===== src/rtl/dramp_pkg.sv =====
package dramp_pkg;

    // Direction of the level counter
    typedef enum logic {
        DIR_DOWN = 1'b0,
        DIR_UP   = 1'b1
    } dir_e;

    // Pacing request handed from the divider to the level register
    typedef struct packed {
        logic step;
        dir_e dir;
    } step_cmd_t;

    // Default geometry of the block
    localparam int DEF_LVL_W    = 4;
    localparam int DEF_LVL_TOP  = 11;
    localparam int DEF_UNIT_DIV = 66;
    localparam int DEF_DOWN_DIV = 4;

    // Rise interval in ticks for a rate code: slowest at 00, fastest at 11
    function automatic int rise_ticks(input logic [1:0] code, input int unit_div);
        return unit_div * (4 - int'(code));
    endfunction

endpackage


===== src/rtl/dramp_dir_sel.sv =====
module dramp_dir_sel
    import dramp_pkg::*;
#(
    parameter int CNT_W    = 9,
    parameter int UNIT_DIV = DEF_UNIT_DIV,
    parameter int DOWN_DIV = DEF_DOWN_DIV
) (
    input  logic             band_low_i,
    input  logic             band_high_i,
    input  logic             duty_above_i,
    input  logic [1:0]       rate_code_i,
    output dir_e             dir_o,
    output logic [CNT_W-1:0] ratio_o
);

    dir_e dir_w;

    // Low band wins over the compare bit
    always_comb begin
        if (band_low_i) begin
            dir_w = DIR_DOWN;
        end else if (duty_above_i) begin
            dir_w = DIR_UP;
        end else begin
            dir_w = DIR_DOWN;
        end
    end

    // Short interval for every fall and for any step in the high band
    always_comb begin
        if (band_high_i || (dir_w == DIR_DOWN)) begin
            ratio_o = CNT_W'(DOWN_DIV);
        end else begin
            ratio_o = CNT_W'(rise_ticks(rate_code_i, UNIT_DIV));
        end
    end

    assign dir_o = dir_w;

endmodule


===== src/rtl/dramp_pacer.sv =====
module dramp_pacer
    import dramp_pkg::*;
#(
    parameter int CNT_W = 9
) (
    input  logic             clk_i,
    input  logic             rst_i,
    input  logic             tick_i,
    input  dir_e             dir_i,
    input  logic [CNT_W-1:0] ratio_i,
    output step_cmd_t        cmd_o
);

    logic [CNT_W-1:0] cnt_q;
    dir_e             dir_q;
    logic             restart;
    logic             last;

    assign restart = (dir_i != dir_q);
    // ">=" also closes an interval cut short by a smaller ratio
    assign last    = (cnt_q >= (ratio_i - CNT_W'(1)));

    assign cmd_o.step = tick_i && !restart && last;
    assign cmd_o.dir  = dir_i;

    always_ff @(posedge clk_i) begin
        if (rst_i) begin
            cnt_q <= '0;
            dir_q <= DIR_DOWN;
        end else begin
            dir_q <= dir_i;
            if (restart) begin
                cnt_q <= '0;
            end else if (tick_i) begin
                cnt_q <= last ? '0 : cnt_q + CNT_W'(1);
            end
        end
    end

    AST_RESTART_CLEARS: assert property (@(posedge clk_i) disable iff (rst_i)
        (dir_i != dir_q) |=> (cnt_q == '0));

    AST_HOLD_WITHOUT_TICK: assert property (@(posedge clk_i) disable iff (rst_i)
        (!tick_i && (dir_i == dir_q)) |=> $stable(cnt_q));

endmodule


===== src/rtl/dramp_level.sv =====
module dramp_level
    import dramp_pkg::*;
#(
    parameter int LVL_W   = DEF_LVL_W,
    parameter int LVL_TOP = DEF_LVL_TOP
) (
    input  logic             clk_i,
    input  logic             rst_i,
    input  step_cmd_t        cmd_i,
    output logic [LVL_W-1:0] level_o
);

    localparam logic [LVL_W-1:0] TOP = LVL_W'(LVL_TOP);

    logic [LVL_W-1:0] level_q;

    always_ff @(posedge clk_i) begin
        if (rst_i) begin
            level_q <= '0;
        end else if (cmd_i.step) begin
            if (cmd_i.dir == DIR_UP) begin
                if (level_q < TOP) level_q <= level_q + LVL_W'(1);
            end else begin
                if (level_q != '0) level_q <= level_q - LVL_W'(1);
            end
        end
    end

    assign level_o = level_q;

    AST_LEVEL_RANGE: assert property (@(posedge clk_i) disable iff (rst_i)
        level_q <= TOP);

    AST_FLOOR_HOLD: assert property (@(posedge clk_i) disable iff (rst_i)
        (level_q == '0 && cmd_i.dir == DIR_DOWN) |=> (level_q == '0));

    AST_CEILING_HOLD: assert property (@(posedge clk_i) disable iff (rst_i)
        (level_q == TOP && cmd_i.dir == DIR_UP) |=> (level_q == TOP));

    AST_SINGLE_STEP: assert property (@(posedge clk_i) disable iff (rst_i)
        !cmd_i.step |=> $stable(level_q));

endmodule


===== src/rtl/dramp_ctrl.sv =====
module dramp_ctrl
    import dramp_pkg::*;
#(
    parameter int LVL_W    = DEF_LVL_W,
    parameter int LVL_TOP  = DEF_LVL_TOP,
    parameter int UNIT_DIV = DEF_UNIT_DIV,
    parameter int DOWN_DIV = DEF_DOWN_DIV
) (
    input  logic             clk_i,
    input  logic             rst_i,
    input  logic             period_tick_i,
    input  logic             fast_tick_i,
    input  logic             test_mode_i,
    input  logic [1:0]       rate_code_i,
    input  logic             duty_above_i,
    input  logic             band_low_i,
    input  logic             band_high_i,
    output logic [LVL_W-1:0] level_o
);

    localparam int CNT_W = $clog2(UNIT_DIV * 4 + 1);

    logic             sel_tick;
    dir_e             dir_w;
    logic [CNT_W-1:0] ratio_w;
    step_cmd_t        cmd_w;

    // Pacing source: the test tick replaces the period tick
    assign sel_tick = test_mode_i ? fast_tick_i : period_tick_i;

    dramp_dir_sel #(
        .CNT_W   (CNT_W),
        .UNIT_DIV(UNIT_DIV),
        .DOWN_DIV(DOWN_DIV)
    ) u_dir_sel (
        .band_low_i  (band_low_i),
        .band_high_i (band_high_i),
        .duty_above_i(duty_above_i),
        .rate_code_i (rate_code_i),
        .dir_o       (dir_w),
        .ratio_o     (ratio_w)
    );

    dramp_pacer #(
        .CNT_W(CNT_W)
    ) u_pacer (
        .clk_i  (clk_i),
        .rst_i  (rst_i),
        .tick_i (sel_tick),
        .dir_i  (dir_w),
        .ratio_i(ratio_w),
        .cmd_o  (cmd_w)
    );

    dramp_level #(
        .LVL_W  (LVL_W),
        .LVL_TOP(LVL_TOP)
    ) u_level (
        .clk_i  (clk_i),
        .rst_i  (rst_i),
        .cmd_i  (cmd_w),
        .level_o(level_o)
    );

    AST_IDLE_HOLD: assert property (@(posedge clk_i) disable iff (rst_i)
        !sel_tick |=> $stable(level_o));

    AST_LOW_BAND_NO_RISE: assert property (@(posedge clk_i) disable iff (rst_i)
        band_low_i |=> (level_o <= $past(level_o)));

endmodule


===== config.mk =====
export PLATFORM = sky130hd
export DESIGN_NAME = dramp_ctrl
export DESIGN_NICKNAME = d
export VERILOG_FILES = /design/src/rtl/dramp_pkg.sv /design/src/rtl/dramp_dir_sel.sv /design/src/rtl/dramp_pacer.sv /design/src/rtl/dramp_level.sv /design/src/rtl/dramp_ctrl.sv
export SDC_FILE = /design/constraint.sdc
export NUM_CORES = 1
export LEC_CHECK = 0
export CAP_MARGIN = 0
export CORE_MARGIN = 4
export CORE_UTILIZATION = 55
export DETAILED_ROUTE_END_ITERATION = 8
export PLACE_DENSITY = 0.8
export SYNTH_ARGS = -nofsm -noshare
export SYNTH_HDL_FRONTEND = slang
export SYNTH_SLANG_ARGS = --single-unit

===== constraint.sdc =====
create_clock -name clk_i -period 8.38 [get_ports clk_i]
set_input_delay 2.095 -clock clk_i [delete_from_list [all_inputs] [get_ports clk_i]]
set_output_delay 2.095 -clock clk_i [all_outputs]
set_load 0.01 [all_outputs]

==> results of run 1 <==
through the flow:
| stage | utilization (%) | cells |
|---|---|---|
| after floorplan | - | 119 |
| after global placement | 67.9 | 156 |
| after detailed placement | 67.9 | 156 |
| after CTS | 69.9 | 160 |
| after global routing | 69.9 | 160 |
| final | 69.9 | 160 |
worst min-delay path: cells and delay by family, from the launching register on:
family / cells / cell delay [ps]
XOR/XNOR: 1 / 80
flip-flops: 1 / 360
AND/OR/NAND/NOR: 1 / 80
how the worst max path moves through the flow:
| stage | from | endpoint | slack, ps | cells past startpoint |
|---|---|---|---|---|
| floorplan | rate_code_i[0] | u_level.level_o[3] | 3910 | 13 |
| global placement | duty_above_i | u_level.level_o[3] | 3190 | 15 |
| detailed placement | duty_above_i | u_level.level_o[3] | 3080 | 15 |
| CTS | duty_above_i | u_level.level_o[3] | 3390 | 15 |
| global route | duty_above_i | u_level.level_o[3] | 3100 | 15 |
| finish | duty_above_i | u_level.level_o[3] | 3330 | 15 |
cell families after synthesis:
group	after synthesis	synth area share, %
XOR/XNOR	12	11.5
AO/OA/AOI/OAI	25	16.7
buffers and inverters	9	3.94
multiplexers	2	3.11
flip-flops	14	26.8
AND/OR/NAND/NOR	45	22.9
adder cells (fa/ha/maj)	12	15.1
synth_stat cells, drive strengths merged:
master | count | share of area [%]
dfxtp | 14 | 27
a31oi | 1 | 0.60
a21oi | 7 | 3.3
buf | 1 | 1.1
xnor2 | 8 | 8.1
or3b | 1 | 0.84
ha | 11 | 13
nand2 | 7 | 2.7
o21ai | 6 | 2.9
a221o | 1 | 1.1
nand4bb | 1 | 1.1
o211a | 1 | 0.96
a22oi | 1 | 0.72
fa | 1 | 1.9
o22ai | 1 | 0.60
nor2 | 20 | 7.2
nor2b | 2 | 1.2
inv | 8 | 2.9
a21o | 1 | 0.72
nand4b | 1 | 0.84
mux2i | 2 | 3.1
a221oi | 1 | 1.4
nand3 | 7 | 3.3
and3 | 1 | 0.60
a211oi | 2 | 1.9
or2b | 1 | 0.84
nor4 | 3 | 3.8
nor3 | 1 | 0.48
a311oi | 1 | 0.84
xor2 | 4 | 3.3
o22a | 1 | 0.84
a31o | 1 | 0.84
flip-flops by register name (all words and copies together) (netlist names):
signal,cells
u_pacer.cnt_q,9
u_level.level_o,4
u_pacer.dir_q,1
area by class of cell:
cell class                 count  share of cell area (%)
sequential                    14                    22.7
multi-input combinational     96                    58.8
clock buffer                   4                    2.94
timing repair buffer          13                    10.5
inverter                       8                    2.43
tap                           25                    2.54
power by group through the flow:
stage	logic (W)	registers (W)	clock network (W)
after floorplan	0.0000137	0.0000697	0
after global placement	0.0000213	0.0000699	0
after detailed placement	0.0000219	0.0000699	0
after CTS	0.0000220	0.0000683	0.0000513
after global routing	0.0000243	0.0000685	0.0000539
final	0.0000222	0.0000683	0.0000496
cell usage in the layout (no fill, tap or decap), types with 2 or more instances in the layout:
cell             count
nand3_1              7
nor2_1              20
xnor2_2              2
a21oi_1              7
clkdlybuf4s50_1     13
o21ai_0              6
ha_1                11
xnor2_1              6
nor2b_1              2
xor2_1               4
clkbuf_4             3
dfxtp_1             14
inv_1                7
nand2_1              6
routing by layer:
metal  part of all wire, %  global-route usage (%)  up-vias  routed length [um]
met5                     0                       0        -                   0
met4                   1.5                    10.0        0                  33
met3                   4.5                    2.58        2                  97
met2                    45                    28.8       20                 953
met1                    49                    24.0      403                1050
li1                      -                       -      456                   -
==> results.sh, run 1 <==
export IMPL_share_seq_of_total_power_pct=48.8
export IMPL_ios=14
export IMPL_routedWlPerCell_um=13.4
export IMPL_power_leakage_nw=0.485
export IMPL_rrSetupSlack_ps=6420
export IMPL_rsz0062_at_grt="false"
export IMPL_nFillCells=146
export IMPL_p_sw_w=0.0000355
export IMPL_cp_top_family="simple AND/OR/NAND/NOR gates"
export IMPL_dieWidth_um=51.6
export IMPL_intPower_w=0.000105
export IMPL_synth_warning_count=0
export IMPL_core_area_um2=1760
export IMPL_vias=881
export IMPL_hp_start="u_pacer.cnt_q[8]"
export IMPL_cts_made_buffers=3
export IMPL_syn_to_final_growth_pct=17.8
export IMPL_multi_input_area_um2=726
export IMPL_syn_inst=119
export IMPL_cts_sinks=14
export IMPL_synth_seq_cells=14
export IMPL_die_area_um2=2670
export IMPL_final_hold_viol_count=0
export IMPL_grt_pass1_wl_um=3670
export IMPL_place_area_um2=1200
export IMPL_cts_tree="yes"
export IMPL_status="finished, final reports clean"
export IMPL_crit_path_max_incr_delay_ps=480
export IMPL_worst_path_buf_inv=2
export IMPL_dr_pass1_iters=4
export IMPL_critPathLaunchType="input port"
export IMPL_final_layout_size_suffix_gt1_share_pct=11.1
export IMPL_cp_end_kind="register"
export IMPL_globalRouteTotalUtil_pct=18.3
export IMPL_hold_path_depth=2
export IMPL_htree_levels=1
export IMPL_combinationalPowerShare_pct=15.8
export IMPL_yosysSeqAreaShare_pct=26.8
export IMPL_path_cells="clkdlybuf4s50_1 > nor2b_1 > inv_2 > nor2_1 > nand2_1 > ha_1 > nand2_1 > o211a_1 > a31oi_1 > ha_1 > nand2_1 > nor4_2 > a221o_2 > a311oi_1 > a31o_1"
export IMPL_totalWireLength_um=2140
export IMPL_port_buffers=13
export IMPL_final_setup_viol_count=0
export IMPL_fmax_ghz=0.198
export IMPL_setup_tns_ps=0
export IMPL_worst_hold_path_type="register to register"
export IMPL_crit_top_cell="nand2_1"
export IMPL_power_density_nw_per_um2=114
export IMPL_clockBufferDepth=2
export IMPL_grt_pass1_vias=871
export IMPL_floorplan_initialDensity_pct=59.4
export IMPL_layout_min_cycle_time_ps=5050
export IMPL_max_cap_viol_count=0
export IMPL_fin_crit_sh_pct=60.2
export IMPL_p_total_w=0.000140
export IMPL_cpMaxStageDelayCell="clkdlybuf4s50_1"
export IMPL_clk_latency_ps=290
export IMPL_diodes=0
export IMPL_crit_type="input port to register"
export IMPL_cts_setup_buffers=0
export IMPL_p_clk_share_pct=35.4
export IMPL_rows=15
export IMPL_synthesis_area_um2=1050
export IMPL_fin_skew_ps=2.42
export IMPL_worst_slew_pin_slew_ps=335
export IMPL_fin_ws_ps=3330
export IMPL_syn_nets=141
export IMPL_gp_congestion=0.936
export IMPL_peakVddDrop_mv=0.0995
export IMPL_clockRootBuffer="clkbuf_4"
export IMPL_antenna_found_initial=0
export IMPL_ff2ff_path_depth=6
export IMPL_layout_nets=158
export IMPL_r2r_end="u_level.level_o[3]"
export IMPL_clk_pin_slew_ps=90
export IMPL_hold_buffers=0
export IMPL_grt_overflow=0
export IMPL_final_area_um2=1230
export IMPL_drt_iter0_drc=27
export IMPL_avgSynthCellArea_um2=8.80
export IMPL_final_seq_area_um2=280
export IMPL_routed_via_density=5.51
export IMPL_cts_repair_resized=0
export IMPL_post_place_ws_ps=3080
export IMPL_crit_fanout=7
export IMPL_r2r_start="u_pacer.cnt_q[6]"
export IMPL_arrival_ps=5240
export IMPL_ys_types=39
export IMPL_slew_violations=0
export IMPL_grt_max_degree=10
export IMPL_die_h_um=51.6
export IMPL_hold_ws_ps=548
export IMPL_detail_route_drc_violations=0
export IMPL_final_antenna_net_count=0
export IMPL_dp_hpwl_um=1710
export IMPL_slew_headroom_pct=77.2
export IMPL_min_to="u_pacer.cnt_q[8]"
export IMPL_worstPathRequired_ps=8570
export IMPL_swShare_pct=25.4
Note: power is estimated with default switching activity, not from simulation.
==> run 2, diff against run 1 <==
--- a/config.mk
+++ b/config.mk
@@ -7,9 +7,9 @@
 export LEC_CHECK = 0
 export CAP_MARGIN = 0
 export CORE_MARGIN = 4
-export CORE_UTILIZATION = 55
+export CORE_UTILIZATION = 53
 export DETAILED_ROUTE_END_ITERATION = 8
-export PLACE_DENSITY = 0.8
+export PLACE_DENSITY = 0.77
 export SYNTH_ARGS = -nofsm -noshare
 export SYNTH_HDL_FRONTEND = slang
 export SYNTH_SLANG_ARGS = --single-unit
==> constraint.sdc (replaced) <==
create_clock -name clk_i -period 4.9 [get_ports clk_i]
set_input_delay 1.225 -clock clk_i [delete_from_list [all_inputs] [get_ports clk_i]]
set_output_delay 1.225 -clock clk_i [all_outputs]
set_load 0.01 [all_outputs]
==> run 2 against run 1 <==
Net effect: core utilization shrank 2.2 points; final cell count shrank 0.63%; via count grew 1.8%; register-to-register slack lost 3400 ps; global-route usage shrank 0.61 points; sequential share of layout area grew 0.26 points; count of clock-buffer cells in the layout shrank 1; final area shrank 1.1%; first-iteration DRC count shrank 44%; largest power group unchanged; highest routed layer unchanged.
==> results.sh, run 2 (synthesized netlist as in run 1, its figures left out) <==
export IMPL_power_leakage_nw=0.478
export IMPL_worst_path_buf_inv=2
export IMPL_top_regs="u_pacer.cnt_q: 9 flops, u_level.level_o: 4 flops, u_pacer.dir_q: 1 flops"
export IMPL_cts_setup_buffers=0
export IMPL_layout_common_cells="nor2_1 (20), dfxtp_1 (14), clkdlybuf4s50_1 (13), ha_1 (11)"
export IMPL_worst_hold_path_type="register to register"
export IMPL_dp_hpwl_um=1740
export IMPL_die_h_um=52.5
export IMPL_cts_made_buffers=3
export IMPL_rsz0062_at_grt="false"
export IMPL_cpMaxStageDelayCell="clkdlybuf4s50_1"
export IMPL_clk_pin_slew_ps=80
export IMPL_rows=15
export IMPL_fmax_ghz=0.241
export IMPL_status="finished, final reports clean"
export IMPL_worstPathRequired_ps=5120
export IMPL_ff2ff_path_depth=6
export IMPL_routed_via_density=5.64
export IMPL_drt_iter0_drc=15
export IMPL_gp_congestion=0.877
export IMPL_fin_skew_ps=7.06
export IMPL_grt_pass1_wl_um=3660
export IMPL_antenna_found_initial=0
export IMPL_final_setup_viol_count=0
export IMPL_clk_latency_ps=270
export IMPL_crit_path_max_incr_delay_ps=560
export IMPL_setup_tns_ps=0
export IMPL_power_density_nw_per_um2=178
export IMPL_cts_tree="yes"
export IMPL_cp_top_family="compound AO/OA/AOI/OAI gates"
export IMPL_port_buffers=13
export IMPL_rrSetupSlack_ps=3040
export IMPL_crit_top_cell="ha_1"
export IMPL_grt_overflow=0
export IMPL_syn_to_final_growth_pct=16.5
export IMPL_peakVddDrop_mv=0.164
export IMPL_nFillCells=162
export IMPL_final_layout_size_suffix_gt1_share_pct=10.4
export IMPL_layout_min_cycle_time_ps=4150
export IMPL_clockBufferDepth=2
export IMPL_diodes=0
export IMPL_dr_pass1_iters=4
export IMPL_totalWireLength_um=2130
export IMPL_grt_pass1_vias=851
export IMPL_r2r_start="u_pacer.cnt_q[6]"
export IMPL_core_area_um2=1800
export IMPL_arrival_ps=4370
export IMPL_max_cap_viol_count=0
export IMPL_path_cells="clkdlybuf4s50_1 > inv_1 > ha_1 > nor3_1 > ha_1 > nand2_1 > o211a_1 > a31oi_1 > ha_1 > nand2_1 > a211oi_2 > a221o_2 > a311oi_1 > a31o_1"
export IMPL_crit_type="input port to register"
export IMPL_detail_route_drc_violations=0
export IMPL_final_antenna_net_count=0
export IMPL_cp_end_kind="register"
export IMPL_layout_commonest_cell="nor2_1"
export IMPL_ios=14
export IMPL_slew_violations=0
export IMPL_critPathLaunchType="input port"
export IMPL_largest_register="u_pacer.cnt_q"
export IMPL_r2r_end="u_level.level_o[3]"
export IMPL_fin_crit_sh_pct=84.7
export IMPL_htree_levels=1
export IMPL_routedWlPerCell_um=13.4
export IMPL_grt_max_degree=10
export IMPL_hold_path_depth=2
export IMPL_dieWidth_um=52.5
export IMPL_floorplan_initialDensity_pct=58.1
export IMPL_globalRouteTotalUtil_pct=17.7
export IMPL_vias=897
export IMPL_slew_headroom_pct=76.5
export IMPL_cts_sinks=14
export IMPL_cts_repair_resized=0
export IMPL_layout_nets=158
export IMPL_p_total_w=0.000218
export IMPL_final_hold_viol_count=0
export IMPL_hold_buffers=0
export IMPL_die_area_um2=2750
export IMPL_worst_slew_pin_slew_ps=345
export IMPL_clockRootBuffer="clkbuf_4"
export IMPL_largest_register_ffs=9
export IMPL_crit_fanout=6
export IMPL_min_to="u_pacer.cnt_q[8]"
export IMPL_hp_start="u_pacer.cnt_q[8]"
==> run 2: where the power goes <==
part	switching, W	total (W)	leakage (nW)	internal [W]
clock network	0.0000346	0.0000630	0.0138	0.0000284
logic	0.0000194	0.0000377	0.351	0.0000183
registers	0.00000158	0.000117	0.113	0.000115
total	0.0000556	0.000218	0.478	0.000162
==> run 2: routing by layer <==
| layer | up-vias | track usage [%] | part of all wire (%) |
|---|---|---|---|
| met1 | 423 | 24.3 | 50 |
| met3 | 2 | 3.70 | 4.7 |
| met2 | 19 | 28.3 | 44 |
| li1 | 453 | - | - |
| met4 | 0 | 3.83 | 0.80 |
| met5 | - | 0 | 0 |
==> run 2: through the flow <==
step | utilization (%) | hold slack, ps | std cells | area, um2 | setup slack [ps]
2_1_floorplan | - | 491 | 119 | 1050 | 1300
3_3_place_gp | 66.5 | 514 | 156 | 1200 | 519
3_5_place_dp | 66.5 | 523 | 156 | 1200 | 463
4_1_cts | 67.7 | 548 | 159 | 1220 | 754
5_1_grt | 67.7 | 586 | 159 | 1220 | 558
6_report | 67.7 | 538 | 159 | 1220 | 749
==> run 2: layout make-up <==
class	instances	area (um2)	share of cell area [%]
Clock buffer	3	22.5	1.85
Sequential cell	14	280	23.0
Multi-Input combinational cell	96	726	59.5
Timing Repair Buffer	13	130	10.7
Inverter	8	30.0	2.46
Tap cell	25	31.3	2.56
==> run 2: tightest hold or removal path, stage by stage (launching register included) <==
cell,delay [ps]
dfxtp_1,350
xnor2_1,80
nor2_1,70
==> run 2: how the worst max path moves through the flow <==
stage | slack [ps] | end | cells past startpoint | start
finish | 750 | u_level.level_o[3] | 14 | rate_code_i[0]
global route | 560 | u_pacer.cnt_q[2] | 14 | rate_code_i[0]
CTS | 750 | u_level.level_o[3] | 14 | rate_code_i[0]
detailed placement | 460 | u_level.level_o[1] | 14 | rate_code_i[0]
global placement | 520 | u_level.level_o[1] | 14 | rate_code_i[0]
floorplan | 1300 | u_level.level_o[3] | 13 | rate_code_i[0]
==> run 3, diff against run 2 <==
--- a/config.mk
+++ b/config.mk
@@ -7,9 +7,9 @@
 export LEC_CHECK = 0
 export CAP_MARGIN = 0
 export CORE_MARGIN = 4
-export CORE_UTILIZATION = 53
+export CORE_UTILIZATION = 48
 export DETAILED_ROUTE_END_ITERATION = 8
-export PLACE_DENSITY = 0.77
+export PLACE_DENSITY = 0.74
 export SYNTH_ARGS = -nofsm -noshare
 export SYNTH_HDL_FRONTEND = slang
 export SYNTH_SLANG_ARGS = --single-unit
==> constraint.sdc (replaced) <==
create_clock -name clk_i -period 3.7 [get_ports clk_i]
set_input_delay 0.925 -clock clk_i [delete_from_list [all_inputs] [get_ports clk_i]]
set_output_delay 0.925 -clock clk_i [all_outputs]
set_load 0.01 [all_outputs]
==> run 3 against run 2 <==
Net effect: total power grew 50%; sequential cell count stayed put; final cell count increased by 8.2%; via count increased by 2.6%; non-clock buffer count up 9; worst setup slack got worse by 590 ps; count of clock-buffer cells in the layout increased by 1; core utilization is 1.2 points lower; sequential share of layout area decreased by 2.1 points; critical path type unchanged; largest power group unchanged; highest routed layer unchanged.
==> results.sh, run 3 (synthesized netlist as in run 1, its figures left out) <==
export IMPL_status="finished, final reports clean"
export IMPL_hold_buffers=0
export IMPL_cts_made_buffers=3
export IMPL_cts_tree="yes"
export IMPL_fin_skew_ps=4.86
export IMPL_gp_congestion=0.915
export IMPL_worstPathRequired_ps=3930
export IMPL_final_hold_viol_count=0
export IMPL_layout_commonest_cell="nor2_1"
export IMPL_dieWidth_um=54.7
export IMPL_layout_min_cycle_time_ps=3540
export IMPL_drt_iter0_drc=19
export IMPL_cts_setup_buffers=0
export IMPL_critPathLaunchType="input port"
export IMPL_routedWlPerCell_um=13.0
export IMPL_rows=16
export IMPL_fmax_ghz=0.282
export IMPL_largest_register="u_pacer.cnt_q"
export IMPL_fin_crit_sh_pct=95.8
export IMPL_grt_max_degree=10
export IMPL_totalWireLength_um=2240
export IMPL_diodes=0
export IMPL_htree_levels=1
export IMPL_cts_sinks=14
export IMPL_max_cap_viol_count=0
export IMPL_arrival_ps=3770
export IMPL_die_h_um=54.7
export IMPL_globalRouteTotalUtil_pct=15.6
export IMPL_final_antenna_net_count=0
export IMPL_vias=920
export IMPL_largest_register_ffs=9
export IMPL_detail_route_drc_violations=0
export IMPL_worst_slew_pin_slew_ps=366
export IMPL_final_layout_size_suffix_gt1_share_pct=20.0
export IMPL_slew_violations=0
export IMPL_crit_fanout=4
export IMPL_port_buffers=13
export IMPL_cp_end_kind="register"
export IMPL_syn_to_final_growth_pct=28.4
export IMPL_crit_type="input port to register"
export IMPL_dr_pass1_iters=4
export IMPL_power_leakage_nw=0.532
export IMPL_clockBufferDepth=2
export IMPL_hold_ws_ps=562
export IMPL_slew_headroom_pct=75.1
export IMPL_power_density_nw_per_um2=243
export IMPL_layout_nets=168
export IMPL_grt_pass1_wl_um=3390
export IMPL_clockRootBuffer="clkbuf_4"
export IMPL_ios=14
export IMPL_dp_hpwl_um=1710
export IMPL_grt_overflow=0
export IMPL_core_area_um2=2020
export IMPL_antenna_found_initial=0
export IMPL_floorplan_initialDensity_pct=51.8
export IMPL_clk_latency_ps=280
export IMPL_grt_pass1_vias=854
export IMPL_final_setup_viol_count=0
export IMPL_top_regs="u_pacer.cnt_q: 9 flops, u_level.level_o: 4 flops, u_pacer.dir_q: 1 flops"
export IMPL_clk_pin_slew_ps=80
export IMPL_rsz0062_at_grt="false"
export IMPL_worst_hold_path_type="register to register"
export IMPL_peakVddDrop_mv=0.239
export IMPL_die_area_um2=2990
export IMPL_setup_tns_ps=0
export IMPL_layout_common_cells="nor2_1 (19), dfxtp_1 (14), clkdlybuf4s50_1 (13), ha_1 (10), buf_4 (9)"
export IMPL_routed_via_density=5.35
## run 3: routing by layer
layer / wire (um) / GRT usage, %
met1: 1070 / 20.6
met2: 994 / 24.4
met3: 146 / 2.45
met4: 34 / 7.47
met5: 0 / 0
## run 3: worst paths after layout
check,start,end,slack (ps),cells past startpoint
max,rate_code_i[0],u_level.level_o[3],160,14
min,u_pacer.cnt_q[8],u_pacer.cnt_q[8],560,2
max reg2reg,u_pacer.cnt_q[6],u_level.level_o[3],1760,6
min reg2reg,u_pacer.cnt_q[8],u_pacer.cnt_q[8],560,2
## run 3: final cells by class
cell class | instances | area, um2
multi-input cells | 97 | 767
flip-flops and latches | 14 | 280
inverters | 8 | 30.0
repair buffers | 22 | 198
fillers | 176 | 677
well taps | 27 | 33.8
clock buffers | 4 | 36.3
## run 3: power breakdown
part,switching (W),internal (W)
sequential,0.00000215,0.000153
combinational,0.0000301,0.0000305
clock,0.0000513,0.0000599
total,0.0000835,0.000243
## run 3: worst max-delay path, stage by stage
cell             delay (ps)
clkdlybuf4s50_1         480
inv_1                    50
ha_1                    310
nor3_2                  160
ha_2                    200
nand2_1                  60
o211a_1                 200
a31oi_1                 140
ha_1                    260
nand2_2                 110
a211oi_2                 70
a221o_2                 440
a311oi_1                220
a31o_1                  140
## run 3: timing repair
| action | in CTS | in global routing |
|---|---|---|
| resized for setup | 0 | 7 |
| endpoints found under the hold margin | 0 | 0 |
| setup endpoints to repair | 0 | 13 |
## run 3: metrics by stage
step	instances	area [um2]	total power (W)	utilization, %	setup slack (ps)
floorplan	119	1050	0.000189	-	399
global placement	167	1270	0.000213	62.7	-93.1
detailed placement	167	1270	0.000214	62.7	-154
CTS	171	1300	0.000323	64.5	130
global route	172	1350	0.000340	66.5	5.74
finish	172	1350	0.000327	66.5	157
